### config.mk
export PLATFORM = sky130hd
export DESIGN_NAME = synth_cfg_port
export DESIGN_NICKNAME = d
export VERILOG_FILES = /design/src/rtl/synth_cfg_pkg.sv /design/src/rtl/synth_cfg_shift.sv /design/src/rtl/synth_cfg_latches.sv /design/src/rtl/synth_cfg_monitor.sv /design/src/rtl/synth_cfg_port.sv
export SDC_FILE = /design/constraint.sdc
export NUM_CORES = 1
export LEC_CHECK = 0
export BUFFER_PORTS_ARGS = -buffer_cell sky130_fd_sc_hd__buf_2
export CAP_MARGIN = 20
export CELL_PAD_IN_SITES_DETAIL_PLACEMENT = 1
export CELL_PAD_IN_SITES_GLOBAL_PLACEMENT = 2
export CORE_MARGIN = 4
export CORE_UTILIZATION = 36
export CTS_CLUSTER_SIZE = 12
export DETAILED_ROUTE_END_ITERATION = 7
export HOLD_SLACK_MARGIN = 0.1
export PLACE_DENSITY = 0.85
export SLEW_MARGIN = 20
export SYNTH_ARGS = -nofsm -noshare
export SYNTH_HDL_FRONTEND = slang
export SYNTH_SLANG_ARGS = --single-unit
### constraint.sdc
create_clock -name clk -period 3 [get_ports clk]
set_input_delay 0.6 -clock clk [delete_from_list [all_inputs] [get_ports clk]]
set_output_delay 0.6 -clock clk [all_outputs]
set_load 0.02 [all_outputs]
### src/rtl/synth_cfg_pkg.sv
package synth_cfg_pkg;

    // Frame geometry
    localparam int WORD_W   = 23;
    localparam int NUM_CH   = 2;
    localparam int CHAN_BIT = 0;              // 0: low loop, 1: high loop
    localparam int KIND_BIT = 1;              // 0: reference word, 1: counter word

    // Reference word fields
    localparam int TSEL_W   = 2;
    localparam int TSEL_LSB = 2;
    localparam int RATIO_W  = 14;
    localparam int R_LSB    = TSEL_LSB + TSEL_W;
    localparam int CP_BIT   = R_LSB + RATIO_W;

    // Counter word fields
    localparam int LDS_BIT  = 2;
    localparam int MOD_BIT  = LDS_BIT + 1;
    localparam int POL_BIT  = MOD_BIT + 1;
    localparam int SWL_W    = 7;
    localparam int SWL_LSB  = POL_BIT + 1;
    localparam int MAIN_W   = 11;
    localparam int MAIN_LSB = SWL_LSB + SWL_W;

    typedef enum logic [1:0] {
        SRC_FR_IF = 2'd0,
        SRC_FR_RF = 2'd1,
        SRC_FP_IF = 2'd2,
        SRC_FP_RF = 2'd3
    } mon_src_e;

    typedef struct packed {
        logic [TSEL_W-1:0]  tsel;
        logic [RATIO_W-1:0] ratio;
        logic               cp_hi;
    } ref_word_t;

    typedef struct packed {
        logic               lds;
        logic               mod_sel;
        logic               pol;
        logic [SWL_W-1:0]   swl;
        logic [MAIN_W-1:0]  main;
    } cnt_word_t;

    typedef struct packed {
        logic [RATIO_W-1:0] ratio;
        logic               cp_hi;
    } ref_latch_t;

    typedef struct packed {
        logic               mod_sel;
        logic               pol;
        logic [SWL_W-1:0]   swl;
        logic [MAIN_W-1:0]  main;
    } cnt_latch_t;

    function automatic ref_word_t unpack_ref(input logic [WORD_W-1:0] w);
        ref_word_t r;
        r.tsel  = w[TSEL_LSB +: TSEL_W];
        r.ratio = w[R_LSB +: RATIO_W];
        r.cp_hi = w[CP_BIT];
        return r;
    endfunction

    function automatic cnt_word_t unpack_cnt(input logic [WORD_W-1:0] w);
        cnt_word_t c;
        c.lds     = w[LDS_BIT];
        c.mod_sel = w[MOD_BIT];
        c.pol     = w[POL_BIT];
        c.swl     = w[SWL_LSB +: SWL_W];
        c.main    = w[MAIN_LSB +: MAIN_W];
        return c;
    endfunction

endpackage

### src/rtl/synth_cfg_shift.sv
module synth_cfg_shift
    import synth_cfg_pkg::*;
#(
    parameter int SYNC_STAGES = 2
) (
    input  logic              clk,
    input  logic              rst,
    input  logic              ser_data,
    input  logic              ser_clk,
    input  logic              ser_le,
    output logic [WORD_W-1:0] word,
    output logic              shift_stb,
    output logic              load_stb,
    output logic              le_lvl
);

    localparam int LINES = 3;

    logic [LINES-1:0] raw;
    logic [LINES-1:0] stage_q [SYNC_STAGES];
    logic [LINES-1:0] synced;
    logic             sclk_d;
    logic             le_d;
    logic             sclk_rise;

    assign raw = {ser_le, ser_clk, ser_data};

    always_ff @(posedge clk) begin
        if (rst) begin
            for (int k = 0; k < SYNC_STAGES; k++) begin
                stage_q[k] <= '0;
            end
        end else begin
            stage_q[0] <= raw;
            for (int k = 1; k < SYNC_STAGES; k++) begin
                stage_q[k] <= stage_q[k-1];
            end
        end
    end

    assign synced = stage_q[SYNC_STAGES-1];

    always_ff @(posedge clk) begin
        if (rst) begin
            sclk_d <= 1'b0;
            le_d   <= 1'b0;
        end else begin
            sclk_d <= synced[1];
            le_d   <= synced[2];
        end
    end

    assign sclk_rise = synced[1] & ~sclk_d;
    assign le_lvl    = synced[2];
    assign shift_stb = sclk_rise & ~synced[2];
    assign load_stb  = synced[2] & ~le_d;

    always_ff @(posedge clk) begin
        if (rst) begin
            word <= '0;
        end else if (shift_stb) begin
            word <= {word[WORD_W-2:0], synced[0]};
        end
    end

endmodule

### src/rtl/synth_cfg_latches.sv
module synth_cfg_latches
    import synth_cfg_pkg::*;
#(
    parameter int MIN_DIV = 3
) (
    input  logic              clk,
    input  logic              rst,
    input  logic              load_stb,
    input  logic [WORD_W-1:0] word,
    output ref_latch_t        ref_q [NUM_CH],
    output cnt_latch_t        cnt_q [NUM_CH],
    output logic [TSEL_W-1:0] tsel_q,
    output logic              lds_q,
    output logic              err_q
);

    localparam logic [RATIO_W-1:0] R_MIN = RATIO_W'(MIN_DIV);
    localparam logic [MAIN_W-1:0]  N_MIN = MAIN_W'(MIN_DIV);

    ref_word_t rw;
    cnt_word_t cw;
    logic      is_cnt;
    logic      ch_sel;
    logic      ref_ok;
    logic      cnt_ok;
    logic      any_bad;

    assign rw      = unpack_ref(word);
    assign cw      = unpack_cnt(word);
    assign is_cnt  = word[KIND_BIT];
    assign ch_sel  = word[CHAN_BIT];
    assign ref_ok  = load_stb & ~is_cnt & (rw.ratio >= R_MIN);
    assign cnt_ok  = load_stb &  is_cnt & (cw.main  >= N_MIN);
    assign any_bad = load_stb & ~ref_ok & ~cnt_ok;

    for (genvar g = 0; g < NUM_CH; g++) begin : g_ch
        always_ff @(posedge clk) begin
            if (rst) begin
                ref_q[g] <= '{ratio: R_MIN, cp_hi: 1'b0};
            end else if (ref_ok && ch_sel == 1'(g)) begin
                ref_q[g] <= '{ratio: rw.ratio, cp_hi: rw.cp_hi};
            end
        end

        always_ff @(posedge clk) begin
            if (rst) begin
                cnt_q[g] <= '{mod_sel: 1'b0, pol: 1'b0, swl: '0, main: N_MIN};
            end else if (cnt_ok && ch_sel == 1'(g)) begin
                cnt_q[g] <= '{mod_sel: cw.mod_sel, pol: cw.pol, swl: cw.swl, main: cw.main};
            end
        end
    end

    always_ff @(posedge clk) begin
        if (rst) begin
            tsel_q <= '0;
            lds_q  <= 1'b0;
            err_q  <= 1'b0;
        end else begin
            if (ref_ok) begin
                tsel_q <= rw.tsel;
            end
            if (cnt_ok) begin
                lds_q <= cw.lds;
            end
            if (any_bad) begin
                err_q <= 1'b1;
            end else if (ref_ok || cnt_ok) begin
                err_q <= 1'b0;
            end
        end
    end

endmodule

### src/rtl/synth_cfg_monitor.sv
module synth_cfg_monitor
    import synth_cfg_pkg::*;
(
    input  logic              clk,
    input  logic              rst,
    input  logic [TSEL_W-1:0] tsel,
    input  logic              lds,
    input  logic              fr_if,
    input  logic              fr_rf,
    input  logic              fp_if,
    input  logic              fp_rf,
    input  logic              lock_if,
    input  logic              lock_rf,
    output logic              mon_out
);

    mon_src_e src;
    logic     tap;
    logic     mon_d;

    assign src = mon_src_e'(tsel);

    always_comb begin
        unique case (src)
            SRC_FR_IF: tap = fr_if;
            SRC_FR_RF: tap = fr_rf;
            SRC_FP_IF: tap = fp_if;
            SRC_FP_RF: tap = fp_rf;
            default:   tap = 1'b0;
        endcase
    end

    assign mon_d = lds ? tap : (lock_if & lock_rf);

    always_ff @(posedge clk) begin
        if (rst) begin
            mon_out <= 1'b0;
        end else begin
            mon_out <= mon_d;
        end
    end

endmodule

### src/rtl/synth_cfg_port.sv
module synth_cfg_port
    import synth_cfg_pkg::*;
#(
    parameter int SYNC_STAGES = 2,
    parameter int MIN_DIV     = 3
) (
    input  logic               clk,
    input  logic               rst,
    input  logic               ser_data,
    input  logic               ser_clk,
    input  logic               ser_le,
    input  logic               fr_if,
    input  logic               fr_rf,
    input  logic               fp_if,
    input  logic               fp_rf,
    input  logic               lock_if,
    input  logic               lock_rf,
    output logic [RATIO_W-1:0] if_ref_ratio,
    output logic               if_cp_hi,
    output logic [RATIO_W-1:0] rf_ref_ratio,
    output logic               rf_cp_hi,
    output logic [SWL_W-1:0]   if_swallow,
    output logic [MAIN_W-1:0]  if_main,
    output logic               if_mod_sel,
    output logic               if_polarity,
    output logic [SWL_W-1:0]   rf_swallow,
    output logic [MAIN_W-1:0]  rf_main,
    output logic               rf_mod_sel,
    output logic               rf_polarity,
    output logic [TSEL_W-1:0]  test_sel,
    output logic               mon_mode,
    output logic               mon_out,
    output logic               cfg_err
);

    logic [WORD_W-1:0] sh_word;
    logic              shift_stb;
    logic              load_stb;
    logic              le_lvl;
    ref_latch_t        ref_q [NUM_CH];
    cnt_latch_t        cnt_q [NUM_CH];

    synth_cfg_shift #(
        .SYNC_STAGES (SYNC_STAGES)
    ) u_shift (
        .clk       (clk),
        .rst       (rst),
        .ser_data  (ser_data),
        .ser_clk   (ser_clk),
        .ser_le    (ser_le),
        .word      (sh_word),
        .shift_stb (shift_stb),
        .load_stb  (load_stb),
        .le_lvl    (le_lvl)
    );

    synth_cfg_latches #(
        .MIN_DIV (MIN_DIV)
    ) u_latches (
        .clk      (clk),
        .rst      (rst),
        .load_stb (load_stb),
        .word     (sh_word),
        .ref_q    (ref_q),
        .cnt_q    (cnt_q),
        .tsel_q   (test_sel),
        .lds_q    (mon_mode),
        .err_q    (cfg_err)
    );

    synth_cfg_monitor u_monitor (
        .clk     (clk),
        .rst     (rst),
        .tsel    (test_sel),
        .lds     (mon_mode),
        .fr_if   (fr_if),
        .fr_rf   (fr_rf),
        .fp_if   (fp_if),
        .fp_rf   (fp_rf),
        .lock_if (lock_if),
        .lock_rf (lock_rf),
        .mon_out (mon_out)
    );

    assign if_ref_ratio = ref_q[0].ratio;
    assign if_cp_hi     = ref_q[0].cp_hi;
    assign rf_ref_ratio = ref_q[1].ratio;
    assign rf_cp_hi     = ref_q[1].cp_hi;
    assign if_swallow   = cnt_q[0].swl;
    assign if_main      = cnt_q[0].main;
    assign if_mod_sel   = cnt_q[0].mod_sel;
    assign if_polarity  = cnt_q[0].pol;
    assign rf_swallow   = cnt_q[1].swl;
    assign rf_main      = cnt_q[1].main;
    assign rf_mod_sel   = cnt_q[1].mod_sel;
    assign rf_polarity  = cnt_q[1].pol;

endmodule

Yosys cells after proc, flatten, opt, wreduce, memory -nomap -nowiden
Memory sizes are Yosys's and may differ from the RTL's.
Index checks and enable logic that the tools add are counted.
{"block": "totals", "register_bits": 100, "latchBits": 0, "ramBits": 6, "romBits": 0, "out_inout_bits": 75, "elab_cells": 60, "n_memories": 1}
{"block": "classes", "n_addsub": 0, "mul": 0, "n_div": 0, "order_cmp": 2, "n_eq_ne": 3, "n_shift": 0, "n_mux": 9, "n_bitwise": 19, "n_reduce_logical": 7}
{"name": "u_shift.stage_q", "depth": 2, "word_bits": 3, "read_ports": 2, "rd_clocked_by_memory_dff": 0, "write_ports": 2, "line_no": "synth_cfg_shift.sv:20", "rtl": "logic [LINES-1:0] stage_q [SYNC_STAGES];"}
{"operator": "greater-or-equal comparator 14 x 2 -> 1 bit, second input constant", "n": 1}
{"operator": "greater-or-equal comparator 11 x 2 -> 1 bit, second input constant", "n": 1}
{"operator": "bitwise AND 1 bit", "n": 10}
{"operator": "inverter 1 bit", "n": 7}
{"operator": "2-to-1 mux 1 bit", "n": 6}
{"operator": "2-to-1 mux 3 bit", "n": 2}
{"operator": "equality test 2 bit, second input constant", "n": 2}
{"operator": "logical AND 1 bit", "n": 4}
{"operator": "one-hot mux 1 bit (4 select lines)", "n": 1}
{"operator": "equality test 2 x 1 -> 1 bit, second input constant", "n": 1}
{"operator": "logical NOT 2 bit", "n": 1}
{"operator": "bitwise OR 1 bit", "n": 2}
{"operator": "nonzero test 2 bit", "n": 1}
{"operator": "logical OR 1 bit", "n": 1}

Logic depth before layout (Yosys ltp)
Gate-level depths: netlist of run 1.
{"block": "depth", "word_depth": 8, "depth_mapped": 5, "mapped_depth_nobuf": 4}

Hierarchy
From an unflattened synthesis of run 1, not the netlist that was laid out.
{"block": "hier_totals", "hier_cells": 373, "area_unflattened_um2": 4083.9}
{"module": "synth_cfg_latches", "instances": 1, "cells_per_inst": 272, "area_each_um2": 2890.3}
{"module": "synth_cfg_shift", "instances": 1, "cells_per_inst": 94, "area_each_um2": 1128.6}
{"module": "synth_cfg_monitor", "instances": 1, "cells_per_inst": 7, "area_each_um2": 65.1}

Worst setup path before layout of run 1
No wires, ideal clock.
{"block": "synth_timing", "path_type": "flip-flop to flip-flop", "from": "mem u_shift.stage_q[1][2] (netlist: u_shift.stage_q[0][5])", "to": "reg, netlist name u_latches.ref_q[16]", "setup_time_ns": 0.072, "arrival_ns": 1.544, "t_required_ns": 2.928, "setup_slack_ns": 1.384, "path_stages_with_launch": 6, "synth_period_minus_slack_ns": 1.616, "cell_sequence": "dfxtp_1 > or3b_1 > a41oi_4 > and2_4 > buf_6 > mux2i_1"}
{"item": "start: declaration", "line_no": "synth_cfg_shift.sv:20"}

Final worst setup path of run 1
{"block": "layout_timing", "from": "reg u_shift.word[12]", "to": "reg, netlist name u_latches.cnt_q[7]"}
{"block": "layout_via", "elab_chain_cells": 3}
{"item": "start: declaration", "line_no": "synth_cfg_shift.sv:11", "rtl": "output logic [WORD_W-1:0] word,"}
{"item": "start signal: assignment", "line_no": "synth_cfg_shift.sv:62", "rtl": "word <= {word[WORD_W-2:0], synced[0]};"}
{"item": "greater-or-equal comparator 11 x 2 -> 1 bit", "line_no": "synth_cfg_latches.sv:33", "rtl": "assign cnt_ok = load_stb & is_cnt & (cw.main >= N_MIN);"}
{"item": "bitwise AND 1 bit", "line_no": "synth_cfg_latches.sv:33"}
{"item": "logical AND 1 bit", "line_no": "synth_cfg_latches.sv:48", "rtl": "end else if (cnt_ok && ch_sel == 1'(g)) begin"}
Every way passes these cells.
A chain may end at the register's enable or synchronous reset.

==> results of run 1 <==
[final timing paths]
| path | depth (start not counted) | startpoint | to | slack [ps] |
|---|---|---|---|---|
| worst max register to register | 5 | u_shift.word[12]$_SDFFE_PP0P_ | u_latches.cnt_q[7]$_SDFFE_PP0P_ | 960 |
| worst min register to register | 2 | u_shift.stage_q[0][3]$_SDFF_PP0_ | u_shift.word[0]$_SDFFE_PP0P_ | 450 |
| worst max-delay path | 5 | u_shift.word[12]$_SDFFE_PP0P_ | u_latches.cnt_q[7]$_SDFFE_PP0P_ | 960 |
| worst min-delay path | 2 | ser_clk | u_shift.stage_q[0][1]$_SDFF_PP0_ | 430 |
[per-stage QoR]
step / instances / cell area, µm² / utilization
floorplan: 397 / 4000 / -
global placement: 603 / 4550 / 0.420
detailed placement: 603 / 4550 / 0.420
CTS: 619 / 4780 / 0.441
global route: 619 / 4780 / 0.441
finish: 619 / 4780 / 0.441
[area by class of cell]
class	instances	area, µm²
clock buffer	10	138
clock inverter	6	95.1
fill	1261	6060
inverter	2	7.51
multi-input combinational	265	1770
sequential	106	2120
tap	140	175
timing repair buffer	90	478
[Yosys cell counts (all sizes together)]
cell type,count
a211oi,1
a21oi,29
a311oi,2
a31oi,1
a41oi,1
and2,2
buf,6
clkbuf,18
dfxtp,106
inv,2
mux2i,69
mux4,1
nand2,50
nand2b,38
nand3b,1
nor2,49
nor2b,8
nor3,5
nor3b,1
nor4,4
or2b,1
or3b,2
[critical path, stage by stage, from the launching register on]
cell and delay [ps]:
dfxtp_1 510, a211oi_2 190, a311oi_4 680, buf_12 250, mux2i_1 210, nor2_1 50
[where the power goes]
| part | leakage (nW) | switching, W | internal [W] |
|---|---|---|---|
| Sequential | 0.855 | 0.00000315 | 0.00141 |
| Clock | 0.118 | 0.000500 | 0.000504 |
| Combinational | 0.997 | 0.0000387 | 0.0000221 |
| Total | 1.97 | 0.000542 | 0.00194 |
[cells by family after synthesis]
logic type             synth area share
AO/OA/AOI/OAI                    0.0553
multiplexers                      0.178
flip-flops                        0.530
AND/OR/NAND/NOR                   0.201
buffers and inverters            0.0356
[flip-flops by register name, summed over array words and instances (netlist names), 2 cells and up]
name	count
u_latches.ref_q	30
u_latches.tsel_q	2
u_shift.stage_q	6
u_shift.word	23
u_latches.cnt_q	40
[metal layers]
metal  track usage  vias to the layer above  share of wire
li1              -                     1468              -
met4        0.0433                        0          0.012
met3        0.0329                        8          0.052
met5             0                        -              0
met2         0.243                       75           0.46
met1         0.209                     1426           0.48
==> Implementation_results.wiki, run 1 <==
{| class="wikitable"
! Metric !! Value
|-
| Min-delay worst type || input pin to flop
|-
| Final Max Slew Viols || 0
|-
| Via density per instance || 4.81
|-
| Antenna violation net count after detailed routing || 0
|-
| Maxcap violations || 0
|-
| Wirelength, routed || 9.55 mm
|-
| Std cell rows || 38
|-
| Cell area after synthesis || 4000 µm²
|-
| Area added between synthesis and finish || 19.4%
|-
| Dominant cells by area after synthesis || dfxtp_1, mux2i_1, nand2b_1
|-
| Most used cells in the layout excluding fill and tap cells || dfxtp_1, buf_2, mux2i_1, nor2_1, nand2_1
|-
| Most common cell after layout, fill and taps aside || dfxtp_1
|-
| Horiz. Die Dim || 113 µm
|-
| Worst setup EP type || flop
|-
| WL/cell || 15.4 µm
|-
| RSZ-0062 raised after global routing || no
|-
| Leakage || 1.97 nW
|-
| Die Outline Area || 12,900 µm²
|-
| Sequential share of the synthesized area || 0.530
|-
| Kind of critical path || flop to flop
|-
| Count of endpoints failing setup in the final report || 0
|-
| Count of cells resized by post-cts repair || 0
|-
| Maximum fanout encountered on the critical timing path || 16
|-
| Total number of clock tree sinks || 106
|-
| Transition time at the pin with the least slew margin || 740 ps
|-
| Maximum number of pins on one net before global-route repair || 86
|-
| Final hold violation count || 0
|-
| Crit start category || flop
|-
| Fraction of post-synthesis cell area in the top cell type by area || 0.530
|-
| Post-synthesis cell type with the largest combined area || dfxtp_1
|-
| Number of antenna violations at the first check in global routing || 0
|-
| Min Tclk post-route || 2040 ps
|-
| Clock Skew || 16.1 ps
|-
| Later-pin clock latency in the skew report || 360 ps
|-
| Final-stage net count || 485
|-
| Detailed router's first-iteration violation count || 96
|-
| Num CTS Buffers || 9
|-
| DPL Wire Length || 6.69 mm
|-
| Worst slack on hold paths || 434 ps
|-
| I/O pin count || 86
|-
| Detailed-routing iteration count for the pre-antenna-repair pass || 4
|-
| Max Freq || 491 MHz
|-
| Syn Nets || 408
|-
| Area of the core || 10,800 µm²
|-
| Required time at the endpoint of the critical path || 3230 ps
|-
| Hold-fix buffers, CTS || 0
|-
| Total power per unit cell area || 519 nW/µm²
|-
| CTS clk-pin slew, worst paths || 110 ps
|-
| PortBufs || 85
|-
| Clock tree from TritonCTS || yes
|-
| Remaining Overflow, GRT || 0
|-
| Total number of H-tree levels || 3
|-
| Number of library cell types mapped by synthesis || 27
|-
| Post-route fraction of the period consumed by the critical path || 0.679
|-
| Slew HR || 0.503
|-
| Total global routing track utilization || 0.153
|-
| Mean cell area of the mapped netlist || 10.1 µm²
|-
| Worst path arrival time || 2270 ps
|-
| Register bit total from synthesis || 106
|-
| Outcome || complete, no violations
|-
| TNS Setup || 0 ps
|-
| Number of buffers between clock root and the deepest sink || 2
|-
| Maximum resistive drop on vdd || 209 µV
|-
| Number of global-route vias before repair || 3,040
|-
| Cell count after synthesis || 397
|-
| Post-CTS Setup Bufs || 0
|-
| Last weighted congestion value of the routability-driven placer || 0.707
|-
| First-pass GRT wire length || 15.9 mm
|-
| Count of unresolved DRC violations after routing || 0
|-
| Worst setup margin || 963 ps
|-
| N_diodes || 0
|-
| Setup WS pre-CTS || 967 ps
|-
| Count of vias placed by the detailed router || 2,977
|-
| Initial Util || 0.369
|-
| Warnings, synthesis || 0
|-
| Share of final-layout standard cells stronger than drive strength 1 || 0.246
|-
| Root cell of the clock tree || clkbuf_8
|-
| Die outline height || 113 µm
|-
| Overall power after layout || 0.00248 W
|}
Note: power is estimated with default switching activity, not from simulation.
==> inputs of run 2 (changes only) <==
--- a/config.mk
+++ b/config.mk
@@ -10,11 +10,11 @@
 export CELL_PAD_IN_SITES_DETAIL_PLACEMENT = 1
 export CELL_PAD_IN_SITES_GLOBAL_PLACEMENT = 2
 export CORE_MARGIN = 4
-export CORE_UTILIZATION = 36
+export CORE_UTILIZATION = 30
 export CTS_CLUSTER_SIZE = 12
 export DETAILED_ROUTE_END_ITERATION = 7
 export HOLD_SLACK_MARGIN = 0.1
-export PLACE_DENSITY = 0.85
+export PLACE_DENSITY = 0.76
 export SLEW_MARGIN = 20
 export SYNTH_ARGS = -nofsm -noshare
 export SYNTH_HDL_FRONTEND = slang
==> constraint.sdc (replaced) <==
create_clock -name clk -period 1.8 [get_ports clk]
set_input_delay 0.36 -clock clk [delete_from_list [all_inputs] [get_ports clk]]
set_output_delay 0.36 -clock clk [all_outputs]
set_load 0.02 [all_outputs]
==> Implementation_results.wiki, run 2 (synthesized netlist as in run 1, its figures left out) <==
{| class="wikitable"
! Metric !! Value
|-
| Startpoint of the worst register-to-register path || u_shift.stage_q[0][5]$_SDFF_PP0_ (was u_shift.word[12]$_SDFFE_PP0P_)
|-
| Std cell rows || 41 (was 38)
|-
| TNS Setup || 0 ps (unchanged)
|-
| Required time at the endpoint of the critical path || 2070 ps (was 3230 ps)
|-
| Origin of the worst min-delay path || ser_data (was ser_clk)
|-
| Remaining Overflow, GRT || 0 (unchanged)
|-
| Share of final-layout standard cells stronger than drive strength 1 || 0.279 (was 0.246)
|-
| Largest Register || u_latches.cnt_q (unchanged)
|-
| Maxcap violations || 0 (unchanged)
|-
| Outcome || complete, no violations (unchanged)
|-
| Maximum fanout encountered on the critical timing path || 8 (was 16)
|-
| Count of buffering cells on the critical path with inverters included || 0 (was 1)
|-
| Finished Cell Area || 5050 µm² (was 4780 µm²)
|-
| Number of cell instances on the worst register-to-register path || 4 (was 5)
|-
| DPL Wire Length || 7.17 mm (was 6.69 mm)
|-
| Worst reg2reg setup slack || 110 ps (was 960 ps)
|-
| I/O pin count || 86 (unchanged)
|-
| Wirelength, routed || 9.92 mm (was 9.55 mm)
|-
| Min Tclk post-route || 1690 ps (was 2040 ps)
|-
| Die Outline Area || 15,300 µm² (was 12,900 µm²)
|-
| Maximum number of pins on one net before global-route repair || 37 (was 86)
|-
| Final hold violation count || 0 (unchanged)
|-
| Total global routing track utilization || 0.136 (was 0.153)
|-
| First-pass GRT wire length || 16.1 mm (was 15.9 mm)
|-
| Worst slack on hold paths || 225 ps (was 434 ps)
|-
| Number of flip-flops under the largest register name || 40 (unchanged)
|-
| Area of the core || 12,800 µm² (was 10,800 µm²)
|-
| CTS clk-pin slew, worst paths || 70 ps (was 110 ps)
|-
| Count of unresolved DRC violations after routing || 0 (unchanged)
|-
| Final Max Slew Viols || 0 (unchanged)
|-
| Worst hold endpoint || u_shift.stage_q[0][0]$_SDFF_PP0_ (was u_shift.stage_q[0][1]$_SDFF_PP0_)
|-
| Slew HR || 0.640 (was 0.503)
|-
| Last weighted congestion value of the routability-driven placer || 0.718 (was 0.707)
|-
| Total number of clock tree sinks || 106 (unchanged)
|-
| CP max stage cell || or3b_1 (was a311oi_4)
|-
| Num CTS Buffers || 9 (unchanged)
|-
| Largest stage delay, worst path || 430 ps (was 680 ps)
|-
| Clock Skew || 6.03 ps (was 16.1 ps)
|-
| Initial Util || 0.312 (was 0.369)
|-
| Die outline height || 124 µm (was 113 µm)
|-
| Worst setup EP type || flop (unchanged)
|-
| Seq. cell area || 2120 µm² (unchanged)
|-
| Worst path arrival time || 1960 ps (was 2270 ps)
|-
| Horiz. Die Dim || 124 µm (was 113 µm)
|-
| Root cell of the clock tree || clkbuf_16 (was clkbuf_8)
|-
| Detailed router's first-iteration violation count || 103 (was 96)
|-
| N_diodes || 0 (unchanged)
|-
| Count of vias placed by the detailed router || 3,056 (was 2,977)
|-
| Area of the multi-input gates || 1770 µm² (about the same)
|-
| Non-filler cells in the finished layout || 674 (was 619)
|-
| Number of antenna violations at the first check in global routing || 0 (unchanged)
|-
| Total number of H-tree levels || 3 (unchanged)
|-
| Count of cells resized by post-cts repair || 0 (unchanged)
|-
| Largest registers || u_latches.cnt_q (40), u_latches.ref_q (30), u_shift.word (23) (unchanged)
|-
| Area added between synthesis and finish || 26.2% (was 19.4%)
|-
| Most common cell after layout, fill and taps aside || dfxtp_1 (unchanged)
|-
| Post-route fraction of the period consumed by the critical path || 0.941 (was 0.679)
|-
| Detailed-routing iteration count for the pre-antenna-repair pass || 4 (unchanged)
|-
| Most used cells in the layout excluding fill and tap cells || dfxtp_1, buf_2, mux2i_1, nor2_1, nand2_1 (unchanged)
|-
| Clock tree from TritonCTS || yes (unchanged)
|-
| Hold-fix buffers, CTS || 0 (unchanged)
|-
| Launching element of the worst setup path || u_shift.stage_q[0][5]$_SDFF_PP0_ (was u_shift.word[12]$_SDFFE_PP0P_)
|-
| Max Freq || 590 MHz (was 491 MHz)
|-
| Hold path cells || 2 (unchanged)
|-
| Via density per instance || 4.53 (was 4.81)
|-
| Transition time at the pin with the least slew margin || 541 ps (was 740 ps)
|-
| Reg-to-reg critical path endpoint || u_latches.ref_q[18]$_SDFFE_PP0P_ (was u_latches.cnt_q[7]$_SDFFE_PP0P_)
|-
| PortBufs || 85 (unchanged)
|-
| Post-CTS Setup Bufs || 0 (unchanged)
|-
| Final-stage net count || 508 (was 485)
|-
| Crit start category || flop (unchanged)
|-
| WL/cell || 14.7 µm (was 15.4 µm)
|-
| Leakage || 2.12 nW (was 1.97 nW)
|-
| Total power per unit cell area || 861 nW/µm² (was 519 nW/µm²)
|-
| Number of buffers between clock root and the deepest sink || 2 (unchanged)
|-
| Later-pin clock latency in the skew report || 340 ps (was 360 ps)
|-
| CP cell instances || or3b_1, a41oi_4, and2_4, mux2i_1 (was a211oi_2, a311oi_4, buf_12, mux2i_1, nor2_1)
|-
| Maximum resistive drop on vdd || 419 µV (was 209 µV)
|-
| Count of endpoints failing setup in the final report || 0 (unchanged)
|-
| Dpl cell area || 4760 µm² (was 4550 µm²)
|-
| Antenna violation net count after detailed routing || 0 (unchanged)
|-
| Fill cell total of the finished layout || 1,491 (was 1,261)
|-
| Min-delay worst type || input pin to flop (unchanged)
|-
| Cell type group with the largest total delay on the critical path || simple AND/OR/NAND/NOR gates (was compound AO/OA/AOI/OAI gates)
|-
| Inst Count DP || 658 (was 603)
|-
| Number of global-route vias before repair || 3,204 (was 3,040)
|-
| RSZ-0062 raised after global routing || no (unchanged)
|-
| Kind of critical path || flop to flop (unchanged)
|}
## run 2: power breakdown
group	internal [W]	switching [W]	leakage, nW	total, W
combinational	0.0000441	0.0000686	1.12	0.000113
sequential	0.00235	0.00000412	0.855	0.00236
clock	0.00105	0.000830	0.143	0.00188
total	0.00345	0.000903	2.12	0.00435
## run 2: worst max-delay path by stage
stage	cells after the start	slack (ps)	end
finish	4	110	u_latches.ref_q[18]$_SDFFE_PP0P_
floorplan	5	180	u_latches.ref_q[16]$_SDFFE_PP1P_
global route	4	20	u_latches.ref_q[18]$_SDFFE_PP0P_
global placement	5	120	u_latches.cnt_q[30]$_SDFFE_PP0P_
CTS	5	70	u_latches.cnt_q[1]$_SDFFE_PP1P_
detailed placement	5	90	u_latches.cnt_q[1]$_SDFFE_PP1P_
## run 2: stage by stage
| step | worst slack (ps) | power, W | utilization |
|---|---|---|---|
| floorplan | 184 | 0.00248 | - |
| detailed placement | 88.8 | 0.00253 | 0.371 |
| global route | 16.6 | 0.00453 | 0.394 |
| global placement | 123 | 0.00252 | 0.371 |
| finish | 105 | 0.00435 | 0.394 |
| CTS | 70.1 | 0.00443 | 0.393 |
## run 2: layer usage
layer	track usage	vias to the layer above	routed length [µm]
li1	-	1519	-
met1	0.181	1461	4800
met2	0.212	64	4450
met3	0.0339	12	491
met4	0.0540	0	175
met5	0	-	0
## run 2: final cells by class
type / count / share of cell area
sequential: 106 / 0.420
clock inverter: 2 / 0.00198
timing repair buffer: 113 / 0.129
clock buffer: 14 / 0.0542
inverter: 2 / 0.00149
tap: 172 / 0.0426
multi-input combinational: 265 / 0.351
==> inputs of run 3 (changes only) <==
--- a/config.mk
+++ b/config.mk
@@ -14,6 +14,7 @@
 export CTS_CLUSTER_SIZE = 12
 export DETAILED_ROUTE_END_ITERATION = 7
 export HOLD_SLACK_MARGIN = 0.1
+export MAX_ROUTING_LAYER = met4
 export PLACE_DENSITY = 0.76
 export SLEW_MARGIN = 20
 export SYNTH_ARGS = -nofsm -noshare
==> Implementation_results.wiki, run 3 (synthesized netlist as in run 1, its figures left out) <==
{| class="wikitable"
! Metric !! Value
|-
| WL/cell || 14.7 µm (about the same)
|-
| Total number of H-tree levels || 3 (unchanged)
|-
| Fill cell total of the finished layout || 1,491 (unchanged)
|-
| Share of final-layout standard cells stronger than drive strength 1 || 0.279 (unchanged)
|-
| Count of unresolved DRC violations after routing || 0 (unchanged)
|-
| Horiz. Die Dim || 124 µm (unchanged)
|-
| First-pass GRT wire length || 16.1 mm (about the same)
|-
| Total number of clock tree sinks || 106 (unchanged)
|-
| Most used cells in the layout excluding fill and tap cells || dfxtp_1, buf_2, mux2i_1, nor2_1, nand2_1 (unchanged)
|-
| Origin of the worst min-delay path || ser_data (unchanged)
|-
| Number of cell instances on the worst register-to-register path || 4 (unchanged)
|-
| Via density per instance || 4.54 (was 4.53)
|-
| Overall power after layout || 0.00435 W (about the same)
|-
| Later-pin clock latency in the skew report || 340 ps (about the same)
|-
| Std cell rows || 41 (unchanged)
|-
| Startpoint of the worst register-to-register path || u_shift.stage_q[0][5]$_SDFF_PP0_ (unchanged)
|-
| Launching element of the worst setup path || u_shift.stage_q[0][5]$_SDFF_PP0_ (unchanged)
|-
| Root cell of the clock tree || clkbuf_16 (unchanged)
|-
| Transition time at the pin with the least slew margin || 540 ps (was 541 ps)
|-
| Number of global-route vias before repair || 3,211 (was 3,204)
|-
| Total global routing track utilization || 0.140 (was 0.136)
|-
| Final Max Slew Viols || 0 (unchanged)
|-
| Worst reg2reg setup slack || 110 ps (about the same)
|-
| Kind of critical path || flop to flop (unchanged)
|-
| Maximum resistive drop on vdd || 419 µV (about the same)
|-
| Hold path cells || 2 (unchanged)
|-
| Number of flip-flops under the largest register name || 40 (unchanged)
|-
| Remaining Overflow, GRT || 0 (unchanged)
|-
| Post-route fraction of the period consumed by the critical path || 0.942 (was 0.941)
|-
| Worst hold endpoint || u_shift.stage_q[0][0]$_SDFF_PP0_ (unchanged)
|-
| Worst path arrival time || 1970 ps (was 1960 ps)
|-
| Number of buffers between clock root and the deepest sink || 2 (unchanged)
|-
| Last weighted congestion value of the routability-driven placer || 0.726 (was 0.718)
|-
| Area added between synthesis and finish || 26.2% (unchanged)
|-
| Initial Util || 0.312 (unchanged)
|-
| Most common cell after layout, fill and taps aside || dfxtp_1 (unchanged)
|-
| Detailed-routing iteration count for the pre-antenna-repair pass || 4 (unchanged)
|-
| Maximum number of pins on one net before global-route repair || 37 (unchanged)
|-
| Number of antenna violations at the first check in global routing || 0 (unchanged)
|-
| RSZ-0062 raised after global routing || no (unchanged)
|-
| Count of endpoints failing setup in the final report || 0 (unchanged)
|-
| TNS Setup || 0 ps (unchanged)
|-
| Min Tclk post-route || 1690 ps (about the same)
|-
| Non-filler cells in the finished layout || 674 (unchanged)
|-
| Clock Skew || 5.55 ps (was 6.03 ps)
|-
| DPL Wire Length || 7.17 mm (unchanged)
|-
| Die outline height || 124 µm (unchanged)
|-
| Hold-fix buffers, CTS || 0 (unchanged)
|-
| Total power per unit cell area || 861 nW/µm² (about the same)
|-
| Worst slack on hold paths || 223 ps (was 225 ps)
|-
| Worst setup EP type || flop (unchanged)
|-
| Detailed router's first-iteration violation count || 111 (was 103)
|-
| Required time at the endpoint of the critical path || 2070 ps (about the same)
|-
| Final-stage net count || 508 (unchanged)
|-
| Largest Register || u_latches.cnt_q (unchanged)
|-
| Antenna violation net count after detailed routing || 0 (unchanged)
|-
| Slew HR || 0.640 (about the same)
|-
| Largest registers || u_latches.cnt_q (40), u_latches.ref_q (30), u_shift.word (23) (unchanged)
|-
| Die Outline Area || 15,300 µm² (unchanged)
|-
| Clock tree from TritonCTS || yes (unchanged)
|-
| Min-delay worst type || input pin to flop (unchanged)
|-
| End-of-flow core utilization || 0.394 (unchanged)
|-
| Outcome || complete, no violations (unchanged)
|-
| Area of the core || 12,800 µm² (unchanged)
|-
| PortBufs || 85 (unchanged)
|-
| Crit start category || flop (unchanged)
|-
| Num CTS Buffers || 9 (unchanged)
|-
| Final hold violation count || 0 (unchanged)
|-
| Maxcap violations || 0 (unchanged)
|-
| Reg-to-reg critical path endpoint || u_latches.ref_q[18]$_SDFFE_PP0P_ (unchanged)
|-
| Count of vias placed by the detailed router || 3,058 (was 3,056)
|-
| Wirelength, routed || 9.92 mm (about the same)
|-
| Inst Count DP || 658 (unchanged)
|-
| Max Freq || 590 MHz (about the same)
|-
| Leakage || 2.12 nW (unchanged)
|-
| CTS clk-pin slew, worst paths || 70 ps (about the same)
|-
| I/O pin count || 86 (unchanged)
|-
| N_diodes || 0 (unchanged)
|-
| Maximum fanout encountered on the critical timing path || 8 (unchanged)
|}
[run 3: cell counts in the layout (fill, tap and decap cells not counted)]
Identical to the previous run, type by type.
[run 3: final cells by class]
class,count,area [µm²],area share
flip-flops and latches,106,2120,0.420
multi-input cells,265,1770,0.351
repair buffers,113,651,0.129
clock buffers,14,274,0.0542
well taps,172,215,0.0426
clock inverters,2,10.0,0.00198
inverters,2,7.51,0.00149
[run 3: metrics by stage]
stage,setup WS (ps),area [µm²]
floorplan,184,4000
CTS,70.1,5050
detailed placement,88.8,4760
global route,15.2,5050
finish,105,5050
global placement,123,4760
[run 3: worst max-delay path, stage by stage, from the launching register on]
cell	delay [ps]
dfxtp_1	360
or3b_1	430
a41oi_4	320
and2_4	300
mux2i_1	210
[run 3: per-layer routing]
metal,global-route usage,wire (µm)
met1,0.182,4870
met3,0.0302,445
met5,-,0
met4,0.0540,168
met2,0.212,4440
[run 3: power by group]
group          switching [W]  total (W)  internal, W  leakage (nW)
Combinational      0.0000686   0.000113    0.0000441          1.12
Sequential        0.00000411    0.00236      0.00235         0.855
Clock               0.000828    0.00188      0.00105         0.143
Total               0.000900    0.00435      0.00345          2.12
[run 3: what timing repair did]
item                                    in CTS  in global routing
endpoints found under the setup margin       0                 27
setup buffers                                0                  0
gates resized for setup                      0                  1
hold endpoints to repair                     0                  0
[run 3: worst max path at each step]
stage                                                  end  slack [ps]  cells after the start
final                     u_latches.ref_q[18]$_SDFFE_PP0P_         110                      4
after global routing      u_latches.ref_q[18]$_SDFFE_PP0P_          20                      4
after CTS                  u_latches.cnt_q[1]$_SDFFE_PP1P_          70                      5
after detailed placement   u_latches.cnt_q[1]$_SDFFE_PP1P_          90                      5
after global placement    u_latches.cnt_q[30]$_SDFFE_PP0P_         120                      5
after floorplan           u_latches.ref_q[16]$_SDFFE_PP1P_         180                      5
